--- config.mk ---
export PLATFORM = sky130hd
export DESIGN_NAME = swfc_rx_detect
export DESIGN_NICKNAME = d
export VERILOG_FILES = /design/src/rtl/swfc_pkg.sv /design/src/rtl/swfc_cmp.sv /design/src/rtl/swfc_seq.sv /design/src/rtl/swfc_gate.sv /design/src/rtl/swfc_rx_detect.sv
export SDC_FILE = /design/constraint.sdc
export NUM_CORES = 1
export LEC_CHECK = 0
export BUFFER_PORTS_ARGS = -buffer_cell sky130_fd_sc_hd__buf_2
export CAP_MARGIN = 20
export CORE_UTILIZATION = 30
export DETAILED_ROUTE_END_ITERATION = 16
export GPL_TIMING_DRIVEN = 0
export HOLD_SLACK_MARGIN = 0.12
export PLACE_DENSITY = 0.68
export RECOVER_POWER = 100
export SYNTH_ARGS = -nofsm -noshare
export SYNTH_HDL_FRONTEND = slang
export SYNTH_SLANG_ARGS = --single-unit
--- constraint.sdc ---
create_clock -name clk -period 4.3 [get_ports clk]
set_clock_uncertainty 0.2 [all_clocks]
set_input_delay 1.075 -clock clk [delete_from_list [all_inputs] [get_ports clk]]
set_output_delay 1.075 -clock clk [all_outputs]
set_load 0.03 [all_outputs]
--- src/rtl/swfc_pkg.sv ---
package swfc_pkg;
   // word-length select: compared width is CHAR_W-3 .. CHAR_W
   typedef enum logic [1:0] {
      WLEN_M3   = 2'd0,
      WLEN_M2   = 2'd1,
      WLEN_M1   = 2'd2,
      WLEN_FULL = 2'd3
   } wlen_e;

   // completed flow-control match events for one character
   typedef struct packed {
      logic on;
      logic off;
   } fc_ev_t;

   localparam int PAT_XON1  = 0;
   localparam int PAT_XON2  = 1;
   localparam int PAT_XOFF1 = 2;
   localparam int PAT_XOFF2 = 3;
   localparam int PAT_NUM   = 4;
endpackage

--- src/rtl/swfc_cmp.sv ---
module swfc_cmp
   import swfc_pkg::*;
#(
   parameter int CHAR_W = 8
) (
   input  logic [1:0]        wlen_sel,
   input  logic [CHAR_W-1:0] a,
   input  logic [CHAR_W-1:0] b,
   output logic              hit
);
   localparam int SPAN_MIN = CHAR_W - 3;

   int                act_w;
   logic [CHAR_W-1:0] mask;

   always_comb begin
      case (wlen_e'(wlen_sel))
         WLEN_M3:   act_w = SPAN_MIN;
         WLEN_M2:   act_w = SPAN_MIN + 1;
         WLEN_M1:   act_w = SPAN_MIN + 2;
         WLEN_FULL: act_w = CHAR_W;
      endcase
      for (int i = 0; i < CHAR_W; i++) begin
         mask[i] = (i < act_w);
      end
   end

   assign hit = (((a ^ b) & mask) == '0);
endmodule

--- src/rtl/swfc_seq.sv ---
module swfc_seq
   import swfc_pkg::*;
#(
   parameter int CHAR_W    = 8,
   parameter bit DOUBLE_EN = 1'b1
) (
   input  logic               clk,
   input  logic               rst_n,
   input  logic               rx_valid,
   input  logic [CHAR_W-1:0]  rx_data,
   input  logic               fc_en,
   input  logic               dbl_mode,
   input  logic [PAT_NUM-1:0] hit,
   output fc_ev_t             ev,
   output logic               take,
   output logic               hold_wr,
   output logic [CHAR_W-1:0]  hold_data
);
   generate
      if (DOUBLE_EN) begin : g_dbl
         logic              pend_on;
         logic              pend_off;
         logic [CHAR_W-1:0] held;
         logic              pend_any;
         logic              dbl_live;
         logic              done;
         logic              first_hit;

         always_comb begin
            pend_any  = pend_on | pend_off;
            dbl_live  = fc_en & dbl_mode;
            ev.on     = rx_valid & fc_en &
                        (dbl_live ? (pend_on & hit[PAT_XON2]) : hit[PAT_XON1]);
            ev.off    = rx_valid & fc_en &
                        (dbl_live ? (pend_off & hit[PAT_XOFF2]) : hit[PAT_XOFF1]);
            done      = ev.on | ev.off;
            first_hit = rx_valid & dbl_live & ~done &
                        (hit[PAT_XON1] | hit[PAT_XOFF1]);
            take      = done | first_hit;
            hold_wr   = pend_any & (~dbl_live | (rx_valid & ~done));
            hold_data = held;
         end

         always_ff @(posedge clk or negedge rst_n) begin
            if (!rst_n) begin
               pend_on  <= 1'b0;
               pend_off <= 1'b0;
               held     <= '0;
            end else if (!dbl_live) begin
               pend_on  <= 1'b0;
               pend_off <= 1'b0;
            end else if (rx_valid) begin
               if (done) begin
                  pend_on  <= 1'b0;
                  pend_off <= 1'b0;
               end else begin
                  pend_on  <= hit[PAT_XON1];
                  pend_off <= hit[PAT_XOFF1];
                  held     <= rx_data;
               end
            end
         end

         // a release without a new character empties the slot
         p_hold_once_r3: assert property (@(posedge clk) disable iff (!rst_n)
            (hold_wr && !rx_valid) |=> !hold_wr);
         // leaving pair mode leaves nothing withheld afterwards
         p_drop_pair_r12: assert property (@(posedge clk) disable iff (!rst_n)
            (!dbl_mode && !rx_valid) |=> !hold_wr);
      end else begin : g_sgl
         always_comb begin
            ev.on     = rx_valid & fc_en & hit[PAT_XON1];
            ev.off    = rx_valid & fc_en & hit[PAT_XOFF1];
            take      = ev.on | ev.off;
            hold_wr   = 1'b0;
            hold_data = '0;
         end
      end
   endgenerate
endmodule

--- src/rtl/swfc_gate.sv ---
module swfc_gate (
   input  logic clk,
   input  logic rst_n,
   input  logic suspended,
   input  logic tx_busy,
   output logic tx_stop
);
   always_ff @(posedge clk or negedge rst_n) begin
      if (!rst_n) tx_stop <= 1'b0;
      else        tx_stop <= suspended & (tx_stop | ~tx_busy);
   end

   // the halt only begins on a character boundary
   p_stop_boundary_r6: assert property (@(posedge clk) disable iff (!rst_n)
      $rose(tx_stop) |-> !$past(tx_busy));
   // the halt follows the suspend state down one edge later
   p_stop_release_r6: assert property (@(posedge clk) disable iff (!rst_n)
      !suspended |=> !tx_stop);
endmodule

--- src/rtl/swfc_rx_detect.sv ---
module swfc_rx_detect
   import swfc_pkg::*;
#(
   parameter int CHAR_W    = 8,
   parameter bit DOUBLE_EN = 1'b1
) (
   input  logic              clk,
   input  logic              rst_n,
   input  logic              rx_valid,
   input  logic [CHAR_W-1:0] rx_data,
   input  logic [1:0]        wlen_sel,
   input  logic              fc_en,
   input  logic              dbl_mode,
   input  logic              spc_en,
   input  logic              xoff_irq_en,
   input  logic [CHAR_W-1:0] xon1,
   input  logic [CHAR_W-1:0] xon2,
   input  logic [CHAR_W-1:0] xoff1,
   input  logic [CHAR_W-1:0] xoff2,
   input  logic              tx_busy,
   output logic              fifo_wr,
   output logic              hold_wr,
   output logic [CHAR_W-1:0] hold_data,
   output logic              suspended,
   output logic              xoff_flag,
   output logic              irq,
   output logic              tx_stop
);
   generate
      if (CHAR_W < 4 || CHAR_W > 16) begin : g_bad_width
         $error("swfc_rx_detect: CHAR_W must lie in 4..16");
      end
   endgenerate

   logic [CHAR_W-1:0]  pat [PAT_NUM];
   logic [PAT_NUM-1:0] hit;
   fc_ev_t             ev;
   logic               take;
   logic               resume;
   logic               halt;
   logic               spec_hit;
   logic               susp_q;
   logic               flag_q;

   assign pat[PAT_XON1]  = xon1;
   assign pat[PAT_XON2]  = xon2;
   assign pat[PAT_XOFF1] = xoff1;
   assign pat[PAT_XOFF2] = xoff2;

   generate
      for (genvar k = 0; k < PAT_NUM; k++) begin : g_cmp
         swfc_cmp #(.CHAR_W(CHAR_W)) u_cmp (
            .wlen_sel (wlen_sel),
            .a        (rx_data),
            .b        (pat[k]),
            .hit      (hit[k])
         );
      end
   endgenerate

   swfc_seq #(.CHAR_W(CHAR_W), .DOUBLE_EN(DOUBLE_EN)) u_seq (
      .clk       (clk),
      .rst_n     (rst_n),
      .rx_valid  (rx_valid),
      .rx_data   (rx_data),
      .fc_en     (fc_en),
      .dbl_mode  (dbl_mode),
      .hit       (hit),
      .ev        (ev),
      .take      (take),
      .hold_wr   (hold_wr),
      .hold_data (hold_data)
   );

   // go beats stop while suspended, stop beats go otherwise
   assign resume   = ev.on  & (susp_q | ~ev.off);
   assign halt     = ev.off & ~(susp_q & ev.on);
   assign fifo_wr  = rx_valid & ~take;
   assign spec_hit = spc_en & fifo_wr & hit[PAT_XOFF2];

   always_ff @(posedge clk or negedge rst_n) begin
      if (!rst_n) begin
         susp_q <= 1'b0;
         flag_q <= 1'b0;
      end else begin
         if (!fc_en)      susp_q <= 1'b0;
         else if (halt)   susp_q <= 1'b1;
         else if (resume) susp_q <= 1'b0;

         if (halt || spec_hit) flag_q <= 1'b1;
         else if (resume)      flag_q <= 1'b0;
      end
   end

   assign suspended = susp_q;
   assign xoff_flag = flag_q;
   assign irq       = flag_q & xoff_irq_en;

   swfc_gate u_gate (
      .clk       (clk),
      .rst_n     (rst_n),
      .suspended (susp_q),
      .tx_busy   (tx_busy),
      .tx_stop   (tx_stop)
   );

   // entering suspend always raises the stop flag
   p_rise_flag_r1: assert property (@(posedge clk) disable iff (!rst_n)
      $rose(suspended) |-> xoff_flag);
   // a resume with flow control on clears the flag
   p_resume_clear_r1: assert property (@(posedge clk) disable iff (!rst_n)
      ($fell(suspended) && $past(fc_en)) |-> !xoff_flag);
   // disabling flow control releases the suspend state
   p_disable_release_r9: assert property (@(posedge clk) disable iff (!rst_n)
      !fc_en |=> !suspended);
   // a single-mode go character is never stored
   p_flow_not_stored_r4: assert property (@(posedge clk) disable iff (!rst_n)
      (rx_valid && fc_en && !dbl_mode && hit[PAT_XON1]) |-> !fifo_wr);
   // a stored special character raises the flag
   p_special_flag_r8: assert property (@(posedge clk) disable iff (!rst_n)
      (spc_en && rx_valid && !fc_en && hit[PAT_XOFF2]) |=> xoff_flag);
endmodule

==> After elaboration in Yosys (flattened, before gate mapping) <==
Cells that the tools add are included.
{ "classes": {"order_cmp": 8, "eq_ne": 5, "mux": 13, "bitwise_logic": 40, "reduce_logical": 8} }
{ "ops": {"columns": ["operator", "count"], "rows": [
  ["4-bit by 32-bit < comparator with 1-bit output, first input constant", 4],
  ["32-bit one-hot mux with 4 select lines", 1],
  ["3-bit by 32-bit < comparator with 1-bit output, first input constant", 2],
  ["8-bit bitwise AND", 4],
  ["8-bit zero test", 4],
  ["1-bit by 32-bit < comparator with 1-bit output, first input constant", 1],
  ["2-bit by 32-bit < comparator with 1-bit output, first input constant", 1],
  ["8-bit XOR", 4],
  ["1-bit bitwise AND", 19],
  ["1-bit 2-to-1 mux", 12],
  ["1-bit bitwise OR", 7],
  ["1-bit inverter", 6],
  ["2-bit == test, second input constant", 2],
  ["3-bit by 1-bit != test with 1-bit output, second input constant", 1],
  ["3-bit AND reduction", 1],
  ["2-bit by 1-bit == test with 1-bit output, second input constant", 1],
  ["2-bit zero test", 1],
  ["2-bit != test, second input constant", 1],
  ["2-bit nonzero test", 1],
  ["1-bit logical OR", 1]
]} }
{ "totals": {"register_bits": 13, "out_inout_bits": 14, "wordCells": 80} }

==> Longest topological paths before layout <==
{ "depth": {"ltp_word": 19, "mapped_depth": 7, "mapped_depth_nobuf": 6} }

==> By module <==
From an unflattened synthesis, not the netlist that was laid out.
{ "unflattened": {"cells_unflattened": 102, "hier_area_um2": 1014.7} }
{ "modules_own_cells": {"columns": ["mod", "n_inst", "cells_per_inst", "area_per_inst_um2", "seq_area_each_um2"], "rows": [
  ["swfc_seq", 1, 41, 474.2, 250.2],
  ["swfc_cmp", 4, 12, 98.8, 0.0],
  ["swfc_rx_detect", 1, 10, 108.9, 50.0],
  ["swfc_gate", 1, 3, 36.3, 25.0]
]} }

==> Worst setup path after synthesis <==
OpenSTA, ideal clock, no wires.
{ "synth_timing": {"kind": "input-to-output", "start": "input port rx_data[7]", "end": "output port fifo_wr", "arrival_ns": 2.567, "setup_slack_ns": 0.458, "stages": 6, "n_path_buf": 1, "cell_sequence": "buf_4 xor2_1 a21oi_1 o2111ai_1 a22oi_4 nor4b_2"} }
{ "synth_via": {"elab_chain_len": 13, "word_cells_on_any_way": 26} }
{ "synth_rtl": {"columns": ["element", "line", "rtl"], "rows": [
  ["start, declared", "swfc_rx_detect.sv:10", "input logic [CHAR_W-1:0] rx_data,"],
  ["8-bit XOR", "swfc_cmp.sv:28", "assign hit = (((a ^ b) & mask) == '0);"],
  ["8-bit bitwise AND", "swfc_cmp.sv:28", null],
  ["8-bit zero test", "swfc_cmp.sv:28", null],
  ["1-bit bitwise AND (on tied branches)", "swfc_seq.sv:33, swfc_seq.sv:35", null],
  ["1-bit 2-to-1 mux (on tied branches)", "swfc_seq.sv:33, swfc_seq.sv:35", null],
  ["1-bit bitwise AND (on tied branches)", "swfc_seq.sv:32, swfc_seq.sv:34", null],
  ["1-bit bitwise OR", "swfc_seq.sv:36", "done = ev.on | ev.off;"],
  ["1-bit inverter (no source line)", null, null],
  ["1-bit bitwise AND (2 in series)", "swfc_seq.sv:37", "first_hit = rx_valid & dbl_live & ~done &"],
  ["1-bit bitwise OR (*)", "swfc_seq.sv:39", "take = done | first_hit;"],
  ["1-bit inverter (*)", "swfc_rx_detect.sv:78", "assign fifo_wr = rx_valid & ~take;"],
  ["1-bit bitwise AND (*)", "swfc_rx_detect.sv:78", null],
  ["end, declared", "swfc_rx_detect.sv:21", "output logic fifo_wr,"]
]} }
Every way passes the cells marked *; elsewhere a longest branch is shown, timed or not.

==> Worst setup path in the final report <==
Ends and elaborated chain as after synthesis.

==> key figures <==
Worst setup path
  – CP Max Fanout: 5
  – Slowest stage delay, CP: between 400 and 500 ps
  – Setup CP Type: input pin to output pin
  – Critical Path End Type: output pin
  – CP cell instances: buf_4 -> xor2_1 -> a21oi_1 -> o2111ai_1 -> a22oi_4 -> nor4b_1 -> clkbuf_1
  – WP data required: between 3000 and 4000 ps
  – Crit-path slowest cell: nor4b_1
  – Crit path launch type: input pin
  – CP arrival: between 2000 and 3000 ps

Power and ir drop
  – NetSw: about 0.14 mW
  – P_int: about 0.24 mW
  – Sequential Power Share: 0.392
  – Worst-case vdd ir drop: about 0.00016 V
  – Combinational fraction of design power: 0.408
  – Clock share of power: 0.200
  – Leakage: a little over 0.6 nW
  – Pwr Density: between 200 and 300 nW/um2
  – Switching part of the total power: 0.3731

STA
  – Tmin final: a little over 4000 ps
  – Final hold vios: 0
  – Fmax: between 200 and 250 MHz
  – Slew Limit Headroom: 0.5356
  – Setup tns final: 0 ps
  – Slew Viols, Final: 0
  – Pin slew with the least headroom to its limit: roughly 700 ps
  – Final Setup Violations: 0
  – RSZ-0062 raised after global routing: no
  – Share of the clock period used by the worst path: 0.9407

Final layout
  – Fillers: 344
  – Final instance area: between 1000 and 1500 um2
  – Layout cells sized above 1: 0.3690
  – Most frequent cells in the layout: 46 x buf_2, 19 x xor2_1, 16 x clkbuf_1, 13 x xnor2_1, 13 x dfrtp_1
  – Area growth syn-to-layout: 30.25%
  – Most common cell after layout, fill and taps aside: buf_2
  – Fin nets: about 220
  – Antenna Cells: 0

Synthesis
  – Netlist cell types: 35
  – Largest family of logic cells by synthesized area: XOR/XNOR gates
  – Adder-cell share of the synthesized area: 0
  – EDFF count, synth: 0
  – Register area share after synthesis: 0.3002
  – Fraction of registers with async set/reset: 1.000
  – Most area-hungry cell type in the Yosys netlist: dfrtp_1
  – Yosys top cell area share: 0.3002
  – Compound-Gate Fraction of Synth Area: 0.1767
  – Simple-Gate Fraction of Synth Area: 0.1259
  – Yosys reg bits: 13
  – Syn avg cell area: slightly below 10 um2
  – Syn Inst Count: approximately 110
  – Mux cell area share after synthesis: 0.08314
  – Syn_nets: around 160
  – Ys flop type: dfrtp_1
  – Synth area leaders: dfrtp_1 30%, xor2_1 15%, xnor2_1 11%
  – Synthesized area: 1084 um2
  – Synth Area in XOR/XNOR: 0.2587
  – Synth warn: 0

Clocking
  – Clock buffer depth: 2
  – Clock tree sinks: 13
  – Post-CTS setup buffers: 0
  – Post-cts resize count: 0
  – # hold bufs at CTS: 0
  – Root Buffer: clkbuf_4
  – CTS buffer count: 3
  – Clk slew on worst S/H paths: roughly 80 ps
  – CTS tree: done
  – Latest clock arrival within the worst-skew pair: ~270 ps
  – H-tree levels: 1

Floorplan
  – Rows: 21
  – Starting Density: 0.3197
  – Die area: approximately 3900 um2
  – Ports: 64
  – Die Wd: around 62 um
  – Core Footprint: around 3400 um2
  – Die height: about 62 um

Placement
  – Routability Congestion: 0.8589
  – HPWL after DPL: between 2000 and 2500 um
  – Placed inst area: about 1400 um2
  – IO Port Bufs: 55

Routing
  – Via Count: a little over 1000
  – Wirelength, routed: 2706 um
  – Antenna-violating nets left: 0
  – Initial detailed-routing violation count: 27
  – Wirelength per Cell: 12.64 um
  – Pre-Repair DR Iteration Count: 4
  – DRC: 0
  – Drt via density: between 4 and 5

Global route
  – Largest net degree at the start of global routing: 14
  – Vias in the first global route: between 900 and 1000
  – GRT Util Overall: 0.1491
  – First-pass GRT wire length: roughly 4500 um
  – Total congestion overflow: 0
  – Initial antenna violation count: 0

Job
  – Max cap viols: 0

Hold path
  – HP Class: flip-flop to flip-flop

Outcome
  – Status: completed
==> worst max-delay path, delay by kind of cell <==
family / cells / cell delay [ps]
buf+inv: 2 / 490
xor+xnor: 1 / 150
compound gates: 3 / 610
simple gates: 1 / 440
==> cells in the mapped netlist, types with 2 or more instances <==
master / n
xor2_1: 19
mux2_2: 8
nand3_1: 4
o22a_1: 2
o211a_1: 2
nor2_1: 3
dfrtp_1: 13
buf_2: 6
a21oi_1: 4
xnor2_1: 13
o21ai_0: 3
inv_1: 3
nand2_1: 5
a2bb2oi_1: 2
nor3_1: 2
==> per-layer routing <==
metal / vias to the layer above / track usage / share of wire
met4: 0 / 0.06977 / 0.017
met1: 459 / 0.1991 / 0.46
met3: 4 / 0.03125 / 0.074
met5: - / 0 / 0
li1: 502 / - / -
met2: 42 / 0.2294 / 0.45
==> power by group through the flow <==
stage	Combinational, mW	Clock (mW)	Sequential [mW]
finish	0.154	0.0753	0.148
global route	0.166	0.0845	0.151
CTS	0.162	0.0791	0.148
detailed placement	0.162	0	0.150
global placement	0.160	0	0.150
floorplan	0.0685	0	0.186
==> per-stage QoR <==
step	cells	total power, mW	setup slack, ps	utilization	hold slack (ps)
after floorplan	109	0.2546	457.8	-	272.0
after global placement	210	0.3101	306.2	0.4179	284.3
after detailed placement	210	0.3118	306.7	0.4179	292.3
after CTS	214	0.3890	306.6	0.4256	312.0
after global routing	214	0.4017	116.0	0.4164	336.7
final	214	0.3767	255.1	0.4164	307.7
==> area by class of cell <==
class,count,area (um2),share of cell area
Tap cell,46,57.56,0.04078
Buffer,8,48.80,0.03457
Timing Repair Buffer,55,256.5,0.1817
Clock buffer,4,26.28,0.01862
Sequential cell,13,325.3,0.2305
Inverter,3,11.26,0.007979
Multi-Input combinational cell,85,685.7,0.4858
==> final timing paths <==
check / from / endpoint / slack (ps) / cells past startpoint
worst max-delay path: rx_data[7] / fifo_wr / 260 / 7
worst min-delay path: u_seq.hold_data[6] / u_seq.hold_data[6] / 310 / 1
worst max register to register: u_seq.g_dbl.pend_off / u_seq.hold_data[7] / 2280 / 5
worst min register to register: u_seq.hold_data[6] / u_seq.hold_data[6] / 310 / 1
max in group asynchronous: rst_n / u_seq.hold_data[4] / 2850 / 1
min in group asynchronous: rst_n / xoff_flag / 610 / 1
==> flip-flops by register name, indices dropped and copies added (netlist names) <==
signal                count
u_seq.g_dbl.pend_on       1
suspended                 1
u_seq.hold_data           8
xoff_flag                 1
u_gate.tx_stop            1
u_seq.g_dbl.pend_off      1
==> cells by family (layout without fill, tap and decap cells) <==
kind of cell,count (synthesis),count (layout)
AOI/OAI and AO/OA,22,22
and+or+nand+nor,23,23
muxes,8,8
xor gates and xnor gates,32,32
DFF,13,13
buffers and inverters,11,70
No activity file was read; power rests on OpenSTA's default activity.
